File: src/rtl/cache_pkg.sv
package cache_pkg;

  typedef enum logic [2:0] {
    ST_IDLE,
    ST_EVICT,
    ST_REFILL,
    ST_WALK,
    ST_WALK_WB,
    ST_FINISH
  } cache_state_e;

  localparam int OP_SAVE_BIT = 0;
  localparam int OP_DROP_BIT = 1;

endpackage

File: src/rtl/cache_tag_store.sv
module cache_tag_store #(
  parameter int NUM_LINES = 8,
  parameter int IDX_W     = 3,
  parameter int TAG_W     = 5
) (
  input  logic             clk,
  input  logic             rst_n,
  input  logic [IDX_W-1:0] rd_idx,
  output logic             rd_valid,
  output logic             rd_dirty,
  output logic [TAG_W-1:0] rd_tag,
  input  logic             wr_en,
  input  logic [IDX_W-1:0] wr_idx,
  input  logic             wr_valid,
  input  logic             wr_dirty,
  input  logic [TAG_W-1:0] wr_tag
);

  logic [NUM_LINES-1:0] valid_q;
  logic [NUM_LINES-1:0] dirty_q;
  logic [TAG_W-1:0]     tag_q [NUM_LINES];

  always_ff @(posedge clk) begin
    if (!rst_n) begin
      valid_q <= '0;
      dirty_q <= '0;
    end else if (wr_en) begin
      valid_q[wr_idx] <= wr_valid;
      dirty_q[wr_idx] <= wr_dirty;
    end
  end

  always_ff @(posedge clk) begin
    if (wr_en) tag_q[wr_idx] <= wr_tag;
  end

  assign rd_valid = valid_q[rd_idx];
  assign rd_dirty = dirty_q[rd_idx];
  assign rd_tag   = tag_q[rd_idx];

endmodule

File: src/rtl/cache_data_store.sv
module cache_data_store #(
  parameter int NUM_LINES  = 8,
  parameter int LINE_WORDS = 4,
  parameter int WORD_W     = 32,
  parameter int IDX_W      = 3,
  parameter int WSEL_W     = 2
) (
  input  logic                         clk,
  input  logic [IDX_W-1:0]             rd_idx,
  output logic [LINE_WORDS*WORD_W-1:0] rd_line,
  input  logic                         line_we,
  input  logic                         word_we,
  input  logic [IDX_W-1:0]             wr_idx,
  input  logic [WSEL_W-1:0]            wr_wsel,
  input  logic [LINE_WORDS*WORD_W-1:0] wr_line,
  input  logic [WORD_W-1:0]            wr_word
);

  for (genvar w = 0; w < LINE_WORDS; w++) begin : g_bank
    logic [WORD_W-1:0] bank_q [NUM_LINES];
    logic              bank_we;

    assign bank_we = line_we || (word_we && (wr_wsel == WSEL_W'(w)));

    always_ff @(posedge clk) begin
      if (bank_we)
        bank_q[wr_idx] <= line_we ? wr_line[w*WORD_W +: WORD_W] : wr_word;
    end

    assign rd_line[w*WORD_W +: WORD_W] = bank_q[rd_idx];
  end

endmodule

File: src/rtl/cache_ctrl.sv
module cache_ctrl
  import cache_pkg::*;
#(
  parameter int ADDR_W     = 12,
  parameter int WORD_W     = 32,
  parameter int LINE_WORDS = 4,
  parameter int LEN_W      = 12,
  parameter int OFF_W      = 4,
  parameter int IDX_W      = 3,
  parameter int TAG_W      = 5,
  parameter int WSEL_W     = 2
) (
  input  logic                         clk,
  input  logic                         rst_n,
  input  logic                         cpu_valid,
  input  logic                         cpu_we,
  input  logic [ADDR_W-1:0]            cpu_addr,
  input  logic [WORD_W-1:0]            cpu_wdata,
  output logic                         cpu_ready,
  output logic [WORD_W-1:0]            cpu_rdata,
  input  logic                         maint_valid,
  input  logic [1:0]                   maint_op,
  input  logic [ADDR_W-1:0]            maint_addr,
  input  logic [LEN_W-1:0]             maint_len,
  output logic                         maint_ready,
  output logic                         maint_done,
  output logic                         mem_valid,
  output logic                         mem_we,
  output logic [ADDR_W-1:0]            mem_addr,
  output logic [LINE_WORDS*WORD_W-1:0] mem_wline,
  input  logic                         mem_ready,
  input  logic [LINE_WORDS*WORD_W-1:0] mem_rline,
  output logic [IDX_W-1:0]             lk_idx,
  input  logic                         rd_valid,
  input  logic                         rd_dirty,
  input  logic [TAG_W-1:0]             rd_tag,
  input  logic [LINE_WORDS*WORD_W-1:0] rd_line,
  output logic                         tag_we,
  output logic                         tag_wvalid,
  output logic                         tag_wdirty,
  output logic [TAG_W-1:0]             tag_wtag,
  output logic                         line_we,
  output logic                         word_we,
  output logic [WSEL_W-1:0]            wsel,
  output logic                         ev_fill,
  output logic                         ev_walk,
  output logic [1:0]                   ev_walk_op
);

  localparam int LADDR_W = ADDR_W - OFF_W;
  localparam int CNT_W   = LEN_W + 1;
  localparam int BSEL_W  = OFF_W - WSEL_W;

  function automatic logic [TAG_W-1:0] tag_of(input logic [ADDR_W-1:0] a);
    return a[ADDR_W-1 -: TAG_W];
  endfunction

  function automatic logic [IDX_W-1:0] idx_of(input logic [ADDR_W-1:0] a);
    return a[OFF_W +: IDX_W];
  endfunction

  function automatic logic [WSEL_W-1:0] wsel_of(input logic [ADDR_W-1:0] a);
    return a[BSEL_W +: WSEL_W];
  endfunction

  // number of lines touched by [a, a+len)
  function automatic logic [CNT_W-1:0] span_lines(input logic [ADDR_W-1:0] a,
                                                  input logic [LEN_W-1:0]  len);
    logic [CNT_W-1:0] s;
    if (len == '0) return '0;
    s = {1'b0, len} + CNT_W'(a[OFF_W-1:0]) + CNT_W'((1 << OFF_W) - 1);
    return s >> OFF_W;
  endfunction

  cache_state_e       state_q;
  logic [ADDR_W-1:0]  req_q;
  logic [LADDR_W-1:0] walk_line_q;
  logic [CNT_W-1:0]   walk_left_q;
  logic [1:0]         walk_op_q;

  logic cpu_hit, walk_match, walk_save, advance, last_line;

  always_comb begin
    case (state_q)
      ST_EVICT, ST_REFILL:  lk_idx = idx_of(req_q);
      ST_WALK, ST_WALK_WB:  lk_idx = walk_line_q[IDX_W-1:0];
      default:              lk_idx = idx_of(cpu_addr);
    endcase
  end

  assign cpu_hit    = rd_valid && (rd_tag == tag_of(cpu_addr));
  assign cpu_ready  = (state_q == ST_IDLE) && cpu_valid && !maint_valid && cpu_hit;
  assign wsel       = wsel_of(cpu_addr);
  assign cpu_rdata  = rd_line[wsel*WORD_W +: WORD_W];
  assign maint_ready = (state_q == ST_IDLE);
  assign maint_done  = (state_q == ST_FINISH);

  assign walk_match = rd_valid && (rd_tag == walk_line_q[LADDR_W-1 -: TAG_W]);
  assign walk_save  = walk_match && rd_dirty && walk_op_q[OP_SAVE_BIT];
  assign advance    = ((state_q == ST_WALK) && !walk_save) ||
                      ((state_q == ST_WALK_WB) && mem_ready);
  assign last_line  = (walk_left_q == CNT_W'(1));

  assign mem_valid = (state_q == ST_EVICT) || (state_q == ST_REFILL) || (state_q == ST_WALK_WB);
  assign mem_we    = (state_q == ST_EVICT) || (state_q == ST_WALK_WB);
  assign mem_wline = rd_line;

  always_comb begin
    case (state_q)
      ST_EVICT:   mem_addr = {rd_tag, idx_of(req_q), {OFF_W{1'b0}}};
      ST_WALK_WB: mem_addr = {walk_line_q, {OFF_W{1'b0}}};
      default:    mem_addr = {req_q[ADDR_W-1:OFF_W], {OFF_W{1'b0}}};
    endcase
  end

  // tag/state updates and array writes
  always_comb begin
    tag_we     = 1'b0;
    tag_wvalid = rd_valid;
    tag_wdirty = rd_dirty;
    tag_wtag   = rd_tag;
    word_we    = 1'b0;
    line_we    = 1'b0;
    case (state_q)
      ST_IDLE: if (cpu_ready && cpu_we) begin
        tag_we     = 1'b1;
        tag_wvalid = 1'b1;
        tag_wdirty = 1'b1;
        word_we    = 1'b1;
      end
      ST_REFILL: if (mem_ready) begin
        tag_we     = 1'b1;
        tag_wvalid = 1'b1;
        tag_wdirty = 1'b0;
        tag_wtag   = tag_of(req_q);
        line_we    = 1'b1;
      end
      ST_WALK: if (walk_match && !walk_save && walk_op_q[OP_DROP_BIT]) begin
        tag_we     = 1'b1;
        tag_wvalid = 1'b0;
        tag_wdirty = 1'b0;
      end
      ST_WALK_WB: if (mem_ready) begin
        tag_we     = 1'b1;
        tag_wvalid = !walk_op_q[OP_DROP_BIT];
        tag_wdirty = 1'b0;
      end
      default: ;
    endcase
  end

  always_ff @(posedge clk) begin
    if (!rst_n) begin
      state_q     <= ST_IDLE;
      req_q       <= '0;
      walk_line_q <= '0;
      walk_left_q <= '0;
      walk_op_q   <= '0;
    end else begin
      case (state_q)
        ST_IDLE: begin
          if (maint_valid) begin
            walk_line_q <= maint_addr[ADDR_W-1:OFF_W];
            walk_left_q <= span_lines(maint_addr, maint_len);
            walk_op_q   <= maint_op;
            state_q     <= (span_lines(maint_addr, maint_len) == '0) ? ST_FINISH : ST_WALK;
          end else if (cpu_valid && !cpu_hit) begin
            req_q   <= cpu_addr;
            state_q <= (rd_valid && rd_dirty) ? ST_EVICT : ST_REFILL;
          end
        end
        ST_EVICT:  if (mem_ready) state_q <= ST_REFILL;
        ST_REFILL: if (mem_ready) state_q <= ST_IDLE;
        ST_WALK, ST_WALK_WB: begin
          if (state_q == ST_WALK && walk_save) state_q <= ST_WALK_WB;
          if (advance) begin
            walk_left_q <= walk_left_q - CNT_W'(1);
            walk_line_q <= walk_line_q + LADDR_W'(1);
            state_q     <= last_line ? ST_FINISH : ST_WALK;
          end
        end
        default: state_q <= ST_IDLE;
      endcase
    end
  end

  assign ev_fill    = (state_q == ST_REFILL) && mem_ready;
  assign ev_walk    = (state_q == ST_WALK) || (state_q == ST_WALK_WB);
  assign ev_walk_op = walk_op_q;

endmodule

File: src/rtl/cache_dm_wb.sv
module cache_dm_wb #(
  parameter int ADDR_W     = 12,
  parameter int WORD_W     = 32,
  parameter int LINE_WORDS = 4,
  parameter int NUM_LINES  = 8,
  parameter int LEN_W      = 12,
  localparam int LINE_W    = LINE_WORDS * WORD_W
) (
  input  logic              clk,
  input  logic              rst_n,
  input  logic              cpu_valid,
  input  logic              cpu_we,
  input  logic [ADDR_W-1:0] cpu_addr,
  input  logic [WORD_W-1:0] cpu_wdata,
  output logic              cpu_ready,
  output logic [WORD_W-1:0] cpu_rdata,
  input  logic              maint_valid,
  input  logic [1:0]        maint_op,
  input  logic [ADDR_W-1:0] maint_addr,
  input  logic [LEN_W-1:0]  maint_len,
  output logic              maint_ready,
  output logic              maint_done,
  output logic              mem_valid,
  output logic              mem_we,
  output logic [ADDR_W-1:0] mem_addr,
  output logic [LINE_W-1:0] mem_wline,
  input  logic              mem_ready,
  input  logic [LINE_W-1:0] mem_rline
);

  localparam int WSEL_W = $clog2(LINE_WORDS);
  localparam int OFF_W  = $clog2(LINE_W / 8);
  localparam int IDX_W  = $clog2(NUM_LINES);
  localparam int TAG_W  = ADDR_W - OFF_W - IDX_W;

  logic [IDX_W-1:0]  lk_idx;
  logic              rd_valid, rd_dirty;
  logic [TAG_W-1:0]  rd_tag;
  logic [LINE_W-1:0] rd_line;
  logic              tag_we, tag_wvalid, tag_wdirty;
  logic [TAG_W-1:0]  tag_wtag;
  logic              line_we, word_we;
  logic [WSEL_W-1:0] wsel;
  logic              ev_fill, ev_walk;
  logic [1:0]        ev_walk_op;

  cache_tag_store #(.NUM_LINES(NUM_LINES), .IDX_W(IDX_W), .TAG_W(TAG_W)) u_tags (
    .clk(clk), .rst_n(rst_n),
    .rd_idx(lk_idx), .rd_valid(rd_valid), .rd_dirty(rd_dirty), .rd_tag(rd_tag),
    .wr_en(tag_we), .wr_idx(lk_idx), .wr_valid(tag_wvalid),
    .wr_dirty(tag_wdirty), .wr_tag(tag_wtag)
  );

  cache_data_store #(.NUM_LINES(NUM_LINES), .LINE_WORDS(LINE_WORDS), .WORD_W(WORD_W),
                     .IDX_W(IDX_W), .WSEL_W(WSEL_W)) u_data (
    .clk(clk), .rd_idx(lk_idx), .rd_line(rd_line),
    .line_we(line_we), .word_we(word_we), .wr_idx(lk_idx), .wr_wsel(wsel),
    .wr_line(mem_rline), .wr_word(cpu_wdata)
  );

  cache_ctrl #(.ADDR_W(ADDR_W), .WORD_W(WORD_W), .LINE_WORDS(LINE_WORDS), .LEN_W(LEN_W),
               .OFF_W(OFF_W), .IDX_W(IDX_W), .TAG_W(TAG_W), .WSEL_W(WSEL_W)) u_ctrl (
    .clk(clk), .rst_n(rst_n),
    .cpu_valid(cpu_valid), .cpu_we(cpu_we), .cpu_addr(cpu_addr), .cpu_wdata(cpu_wdata),
    .cpu_ready(cpu_ready), .cpu_rdata(cpu_rdata),
    .maint_valid(maint_valid), .maint_op(maint_op), .maint_addr(maint_addr),
    .maint_len(maint_len), .maint_ready(maint_ready), .maint_done(maint_done),
    .mem_valid(mem_valid), .mem_we(mem_we), .mem_addr(mem_addr), .mem_wline(mem_wline),
    .mem_ready(mem_ready), .mem_rline(mem_rline),
    .lk_idx(lk_idx), .rd_valid(rd_valid), .rd_dirty(rd_dirty), .rd_tag(rd_tag),
    .rd_line(rd_line), .tag_we(tag_we), .tag_wvalid(tag_wvalid), .tag_wdirty(tag_wdirty),
    .tag_wtag(tag_wtag), .line_we(line_we), .word_we(word_we), .wsel(wsel),
    .ev_fill(ev_fill), .ev_walk(ev_walk), .ev_walk_op(ev_walk_op)
  );

endmodule

File: config.mk
export PLATFORM = sky130hd
export DESIGN_NAME = cache_dm_wb
export DESIGN_NICKNAME = d
export VERILOG_FILES = /design/src/rtl/cache_pkg.sv /design/src/rtl/cache_tag_store.sv /design/src/rtl/cache_data_store.sv /design/src/rtl/cache_ctrl.sv /design/src/rtl/cache_dm_wb.sv
export SDC_FILE = /design/constraint.sdc
export NUM_CORES = 1
export LEC_CHECK = 0
export BUFFER_PORTS_ARGS = -buffer_cell sky130_fd_sc_hd__buf_2
export CAP_MARGIN = 20
export CORE_ASPECT_RATIO = 1.2
export CORE_MARGIN = 2
export CORE_UTILIZATION = 60
export DETAILED_ROUTE_END_ITERATION = 7
export GPL_TIMING_DRIVEN = 0
export PLACE_DENSITY = 0.77
export SETUP_SLACK_MARGIN = 0.05
export SYNTH_ARGS = -nofsm -noshare
export SYNTH_HDL_FRONTEND = slang
export SYNTH_HIERARCHICAL = 1
export SYNTH_SLANG_ARGS = --single-unit
File: constraint.sdc
create_clock -name clk -period 9.1 [get_ports clk]
set_input_delay 0.91 -clock clk [delete_from_list [all_inputs] [get_ports clk]]
set_output_delay 0.91 -clock clk [all_outputs]
set_load 0.005 [all_outputs]
# After elaboration in Yosys (flattened, before gate mapping)
# Memories as Yosys holds them, arrays and structs flattened.
# Index checks and enable logic that the tools add are counted.
# classes
addsub,4
n_lt_le_gt_ge,2
n_eq_ne,17
n_shift,1
mux,65
bitwise,1
reduce_logical,44
# op_table
cell,n
two-way mux 32 bit,4
variable part select 128 x 8 -> 32 bit,1
two-way mux 13 bit,6
two-way mux 1 bit,29
one-hot mux 13 bit (2 select lines),1
two-way mux 3 bit,8
one-hot mux 12 bit (2 select lines),1
logical AND 1 bit,20
bitwise mux 8 bit,2
two-way mux 8 bit,2
one-hot mux 8 bit (2 select lines),1
adder 12 x 4 -> 13 bit,1
adder 13 x 4 -> 13 bit (second input constant),1
equality test 13 x 1 -> 1 bit (second input constant),1
zero test 13 bit,1
subtractor 13 x 1 -> 13 bit (second input constant),1
zero test 12 bit,1
one-hot mux 3 bit (4 select lines),1
equality test 5 bit,2
two-way mux 5 bit,2
adder 8 x 1 -> 8 bit (second input constant),1
logical OR 1 bit,8
binary-select mux 1 bit (select 3 bit),2
equality test 3 x 2 -> 1 bit (second input constant),2
24 further kinds,35
# word_totals
regBits,54
ramBits,1064
in_bits,204
output_inout_bits,177
elab_cells,146
n_memories,5
# memory_table
name,words,word_bits,read_ports,rd_clocked_by_memory_dff,wr,line,text
u_data.g_bank[0].bank_q,8,32,1,0,1,cache_data_store.sv:20,logic [WORD_W-1:0] bank_q [NUM_LINES];
u_data.g_bank[1].bank_q,8,32,1,0,1,cache_data_store.sv:20,
u_data.g_bank[2].bank_q,8,32,1,0,1,cache_data_store.sv:20,
u_data.g_bank[3].bank_q,8,32,1,0,1,cache_data_store.sv:20,
u_tags.tag_q,8,5,1,0,1,cache_tag_store.sv:21,logic [TAG_W-1:0] tag_q [NUM_LINES];

# Depth between registers and ports, before layout
# logic_depth
depth_word,15
mapped_depth,20
ltp_nobuf,15

# By module
# The synthesis kept the hierarchy.
# by_module_without_submodules
module,n_inst,cells_each,area_each_um2,seq_area_each_um2
cache_data_store,1,1833,40396.2,30749.5
cache_ctrl,1,578,4672.0,680.7
cache_tag_store,1,130,2376.0,1521.5

# Worst setup path before layout
# No wires, ideal clock.
# synth_path
path_kind,flip-flop to flip-flop
start,register u_ctrl.state_q[0]
end,"memory u_data.g_bank[0].bank_q[0][0], enable pin"
setup_ns,0.432
t_arrival_ns,6.905
required_time_ns,8.668
setup_slack_ns,1.763
path_stages_with_launch,19
n_path_buf,6
synth_period_minus_slack_ns,7.337
cell_sequence,dfxtp_1 > clkbuf_1 > nor3b_1 > nor2_1 > clkbuf_1 > clkbuf_1 > nor2_1 > a211oi_1 > buf_6 > buf_12 > mux4_1 > mux2_2 > xnor2_1 > nand4_1 > nor4_1 > and2_1 > or3b_2 > clkbuf_1 > a21oi_1
# synth_via
elab_chain_cells,14
word_cells_on_any_way,24
classes_between,eq/ne (5); mux (8); reduce/logical (10); memory (1)
# synth_lines
item,line,text
start: declaration,cache_ctrl.sv:75,cache_state_e state_q;
start signal: assignment,cache_ctrl.sv:166,"state_q <= (span_lines(maint_addr, maint_len) == '0) ? ST_FINISH : ST_WALK;"
start signal: assignment,cache_ctrl.sv:169,state_q <= (rd_valid && rd_dirty) ? ST_EVICT : ST_REFILL;
start signal: assignment,cache_ctrl.sv:179,state_q <= last_line ? ST_FINISH : ST_WALK;
equality test 3 bit (tied with other cells),cache_ctrl.sv:84,case (state_q)
OR reduction 2 bit,cache_ctrl.sv:84,
one-hot mux 3 bit (2 select lines) *,cache_ctrl.sv:84,
named net lk_idx[0],cache_dm_wb.sv:36,logic [IDX_W-1:0] lk_idx;
memory (8 x 5 bit) *,--,
named net rd_tag[0],cache_dm_wb.sv:38,logic [TAG_W-1:0] rd_tag;
equality test 5 bit *,cache_ctrl.sv:91,assign cpu_hit = rd_valid && (rd_tag == tag_of(cpu_addr));
logical AND 1 bit *,cache_ctrl.sv:91,
(+1 left out),--,
named net cpu_ready,cache_dm_wb.sv:15,"output logic cpu_ready,"
logical AND 1 bit *,cache_ctrl.sv:125,ST_IDLE: if (cpu_ready && cpu_we) begin
two-way mux 1 bit *,cache_ctrl.sv:125,
two-way mux 1 bit *,cache_ctrl.sv:124,case (state_q)
named net word_we,cache_dm_wb.sv:42,"logic line_we, word_we;"
logical AND 1 bit *,cache_data_store.sv:23,assign bank_we = line_we || (word_we && (wr_wsel == WSEL_W'(w)));
logical OR 1 bit *,cache_data_store.sv:23,
two-way mux 1 bit *,cache_data_store.sv:26,if (bank_we)
two-way mux 1 bit *,cache_data_store.sv:27,bank_q[wr_idx] <= line_we ? wr_line[w*WORD_W +: WORD_W] : wr_word;
end: declaration,cache_data_store.sv:20,
# The timed path passes the listed nets; every way through them passes the cells marked *. The select of a mux whose other input is x is not followed.

# Final worst setup path
# layout_path
start,register u_ctrl.state_q[1]
end,"memory u_data.g_bank[0].bank_q[6][26], enable pin"
# layout_via
elab_chain_cells,14
word_cells_on_any_way,24
classes_between,eq/ne (5); mux (8); reduce/logical (10); memory (1)
# layout_lines
item,line,text
equality test 3 bit (tied with other cells),cache_ctrl.sv:84,
OR reduction 2 bit,cache_ctrl.sv:84,
one-hot mux 3 bit (2 select lines) *,cache_ctrl.sv:84,
named net lk_idx[0],cache_dm_wb.sv:36,
memory (8 x 5 bit) *,--,
named net rd_tag[0],cache_dm_wb.sv:38,
equality test 5 bit *,cache_ctrl.sv:91,
logical AND 1 bit *,cache_ctrl.sv:91,
logical AND 1 bit *,cache_ctrl.sv:92,assign cpu_ready = (state_q == ST_IDLE) && cpu_valid && !maint_valid && cpu_hit;
logical AND 1 bit *,cache_ctrl.sv:125,
two-way mux 1 bit *,cache_ctrl.sv:125,
two-way mux 1 bit *,cache_ctrl.sv:124,
named net word_we,cache_dm_wb.sv:42,
logical AND 1 bit *,cache_data_store.sv:23,
logical OR 1 bit *,cache_data_store.sv:23,
two-way mux 1 bit *,cache_data_store.sv:26,
two-way mux 1 bit *,cache_data_store.sv:27,
# Marked as above.

==> out/metrics.cfg <==
[run_status]
status = finished clean

[logic_synthesis]
yosysUniqueCellTypes = 71
synth_cells = 2541
netlist_area_um2 = 47440
synth_top_cell_by_area = edfxtp_1
ys_top_cells_by_count = edfxtp_1, nand2_1, mux4_2, mux2_2, buf_4
synth-edff-count = 1064
async_flop_share_pct = 0
synth.most_common_cell = edfxtp_1
yosysSeqAreaShare_pct = 69.45
synth_ff_type = edfxtp_1
synth_top_area_share_pct = 67.34
synth_area_leaders = edfxtp_1, mux4_2, mux4_1
synth_warnings = 6
avgSynthCellArea_um2 = 18.67
synth-seq-cells = 1114

[worst_setup_path]
critPathSlowestCell = a21oi_4
cp_slowest_stage_delay_ns = 0.93
worst-path-buf-inv = 7
critPathKind = reg2reg
cp_top_family = simple AND/OR/NAND/NOR gates
crit_path_end_kind = flip-flop
reg2reg_slack_ns = 1.05
path_depth = 19
worstPathRequired_ns = 9.47
cp-startpoint = u_ctrl/state_q[1]
path_common_cell = clkbuf_1
cp-endpoint = u_data/g_bank[0].bank_q[6][26]
r2r.worst_path.cells = 19
crit_path_start_kind = flip-flop
cp.arrival_ns = 8.42
crit_path_cell_trace = clkbuf_1 > nor3b_1 > nor2_1 > clkbuf_1 > clkbuf_1 > nor2_1 > a211oi_2 > buf_6 > buf_12 > mux4_1 > mux2_2 > xnor2_1 > nand4_1 > nor4_1 > and2_1 > or3b_2 > clkbuf_1 > a21oi_4 > buf_16
crit_fanout = 18
reg2reg_to = u_data/g_bank[0].bank_q[6][26]
r2r_start = u_ctrl/state_q[1]

[floorplan]
pin_count = 381
coreArea_um2 = 78050
die_y_um = 312.0
fp.dieW_um = 260.7
start_util_pct = 60.78
rows = 112
fp.dieArea_um2 = 81350

[finish]
nets = 3272
drive_gt1_share_pct = 37.20
area.growth.synth_to_final_pct = 16.21
final_core_util_pct = 70.64

[placement]
gp_congestion = 0.9180
dpl.hpwl_mm = 99.73
port_buffers = 371

[route]
route.vias.total = 27881
totalWireLength_mm = 144.3
drt_iter0_drc = 3440
first_pass_iters = 5
wire_per_inst_um = 34.49
drt-vias-per-instance = 6.664
drtAntennaViolNets = 0
drc = 0

[min_path]
hold_class = reg2reg

[sta]
maxSlewHeadroom_pct = 18.62
period_share_pct = 88.43
clock.fmax_mhz = 124.3
worst_pin_slew_ns = 1.221
rsz0062_at_grt = no
fin_worst_skew_ns = 0.03544
post-route-min-period_ns = 8.047
setup_viol = 0
final-hold-violation-count = 0
maxSlewViolCount = 0
whs_ns = 0.4697

[global_route]
overflow = 0
grt.met1_usage_pct = 43.66
met3_usage_pct = 9.667
gr-max-usage-layer = met2
grt_pass1_wl_mm = 198.3
grt_use_met2_pct = 54.64
grtUsageTotal_pct = 35.39
grt_pass1_vias = 27124
grt_max_degree = 25
antenna_found_initial = 27

[cts]
hold_buffers = 0
cts_buffers = 101
htreeDepth = 3
cts_tree = built
cts_setup_buffers = 0
cts_num_sinks = 1114
insertion_delay_ns = 0.68
clock_path_buffers = 3
postCtsResizedCells = 0
cts-root-buf = clkbuf_16
clk_pin_slew_ns = 0.06

[power_and_ir_drop]
leakage_nw = 19.01
p_per_area_nw_per_um2 = 285.3
ir_worst_vdd_uv = 179.0

[run]
maxCapViolations = 0

cells by family after synthesis:
group | count (synthesis) | share of synthesized area (%)
other cells | 1 | 0.007904
compound gates | 146 | 1.967
simple gates | 487 | 4.655
buf+inv | 291 | 4.365
mux | 469 | 18.86
xor+xnor | 23 | 0.4246
fa+ha+maj | 10 | 0.2637
flops | 1114 | 69.45
cell usage in the layout (no fill, tap or decap), drive strengths merged, types with 9 or more instances in the layout:
master  synthesis  routed
xnor2          17      17
nor3           14      14
buf           194     605
mux4          302     302
ha             10      10
o21ai          21      21
nand2         301     301
o22ai          21      21
nor2           56      56
mux2i          23      23
diode           0      13
nand2b         34      34
clkbuf         69     195
clkinv          0      48
dfxtp          50      50
inv            28      30
a21oi          54      54
mux2          144     144
nor2b          18      18
a211oi          9       9
edfxtp       1064    1064
sequential cells by signal, summed over array words and instances, names as in the netlist:
register / cells
u_tags/tag_q: 40
u_tags/valid_q: 8
u_ctrl/walk_line_q: 8
u_ctrl/state_q: 3
u_ctrl/req_q: 8
u_data/g_bank.bank_q: 1024
u_tags/dirty_q: 8
u_ctrl/ev_walk_op: 2
u_ctrl/walk_left_q: 13
power breakdown:
part           internal, mW  switching, mW  leakage (nW)
Combinational          2.37           3.06          7.38
Clock                  2.36           1.87          1.62
Sequential             6.01         0.0651          10.0
Total                  10.7           4.99          19.0
worst min-delay path by stage:
| stage | start | to | cells past startpoint |
|---|---|---|---|
| floorplan | u_ctrl/ev_walk_op[0] | u_ctrl/ev_walk_op[0] | 2 |
| global placement | u_tags/dirty_q[7] | u_tags/dirty_q[7] | 2 |
| detailed placement | u_ctrl/ev_walk_op[0] | u_ctrl/ev_walk_op[0] | 2 |
| CTS | maint_op[0] | u_ctrl/ev_walk_op[0] | 3 |
| global route | maint_op[0] | u_ctrl/ev_walk_op[0] | 3 |
| finish | u_tags/valid_q[7] | u_tags/valid_q[7] | 2 |
worst register-to-register path: cells and delay by family, from the launching register on:
family | cells | cell delay (ns)
compound gates | 2 | 1.65
xor+xnor | 1 | 0.16
buf+inv | 7 | 2.22
flops | 1 | 0.30
mux | 2 | 0.95
simple gates | 7 | 2.43
per-stage QoR:
stage | area, µm² | instances | worst slack, ns | setup TNS (ns) | total power [mW]
finish | 55130 | 4184 | 1.053 | 0 | 15.73
global route | 55100 | 4171 | 0.6498 | 0 | 16.07
CTS | 55040 | 4167 | 1.191 | 0 | 15.67
detailed placement | 51750 | 3977 | 1.241 | 0 | 11.47
global placement | 50600 | 3941 | -2.439 | -1931.28 | 11.28
floorplan | 47460 | 2544 | 1.763 | 0 | 9.241
per-layer routing:
metal | up-vias | share of wire, % | wire, µm
met4 | 32 | 7.9 | 11400
met5 | - | 0.15 | 220
met3 | 430 | 13 | 18270
met2 | 2179 | 47 | 68130
li1 | 11112 | - | -
met1 | 14128 | 32 | 46260
final cells by class:
cell class / instances / area [µm²]
Sequential cell: 1114 / 32950
Fill cell: 4685 / 22920
Multi-Input combinational cell: 1139 / 12800
Clock buffer: 126 / 2768
Timing Repair Buffer: 411 / 2701
Buffer: 263 / 1966
Tap cell: 1026 / 1284
Clock inverter: 64 / 526.8
Inverter: 28 / 105.1
Antenna cell: 13 / 32.53
No activity file was read; power rests on OpenSTA's default activity.
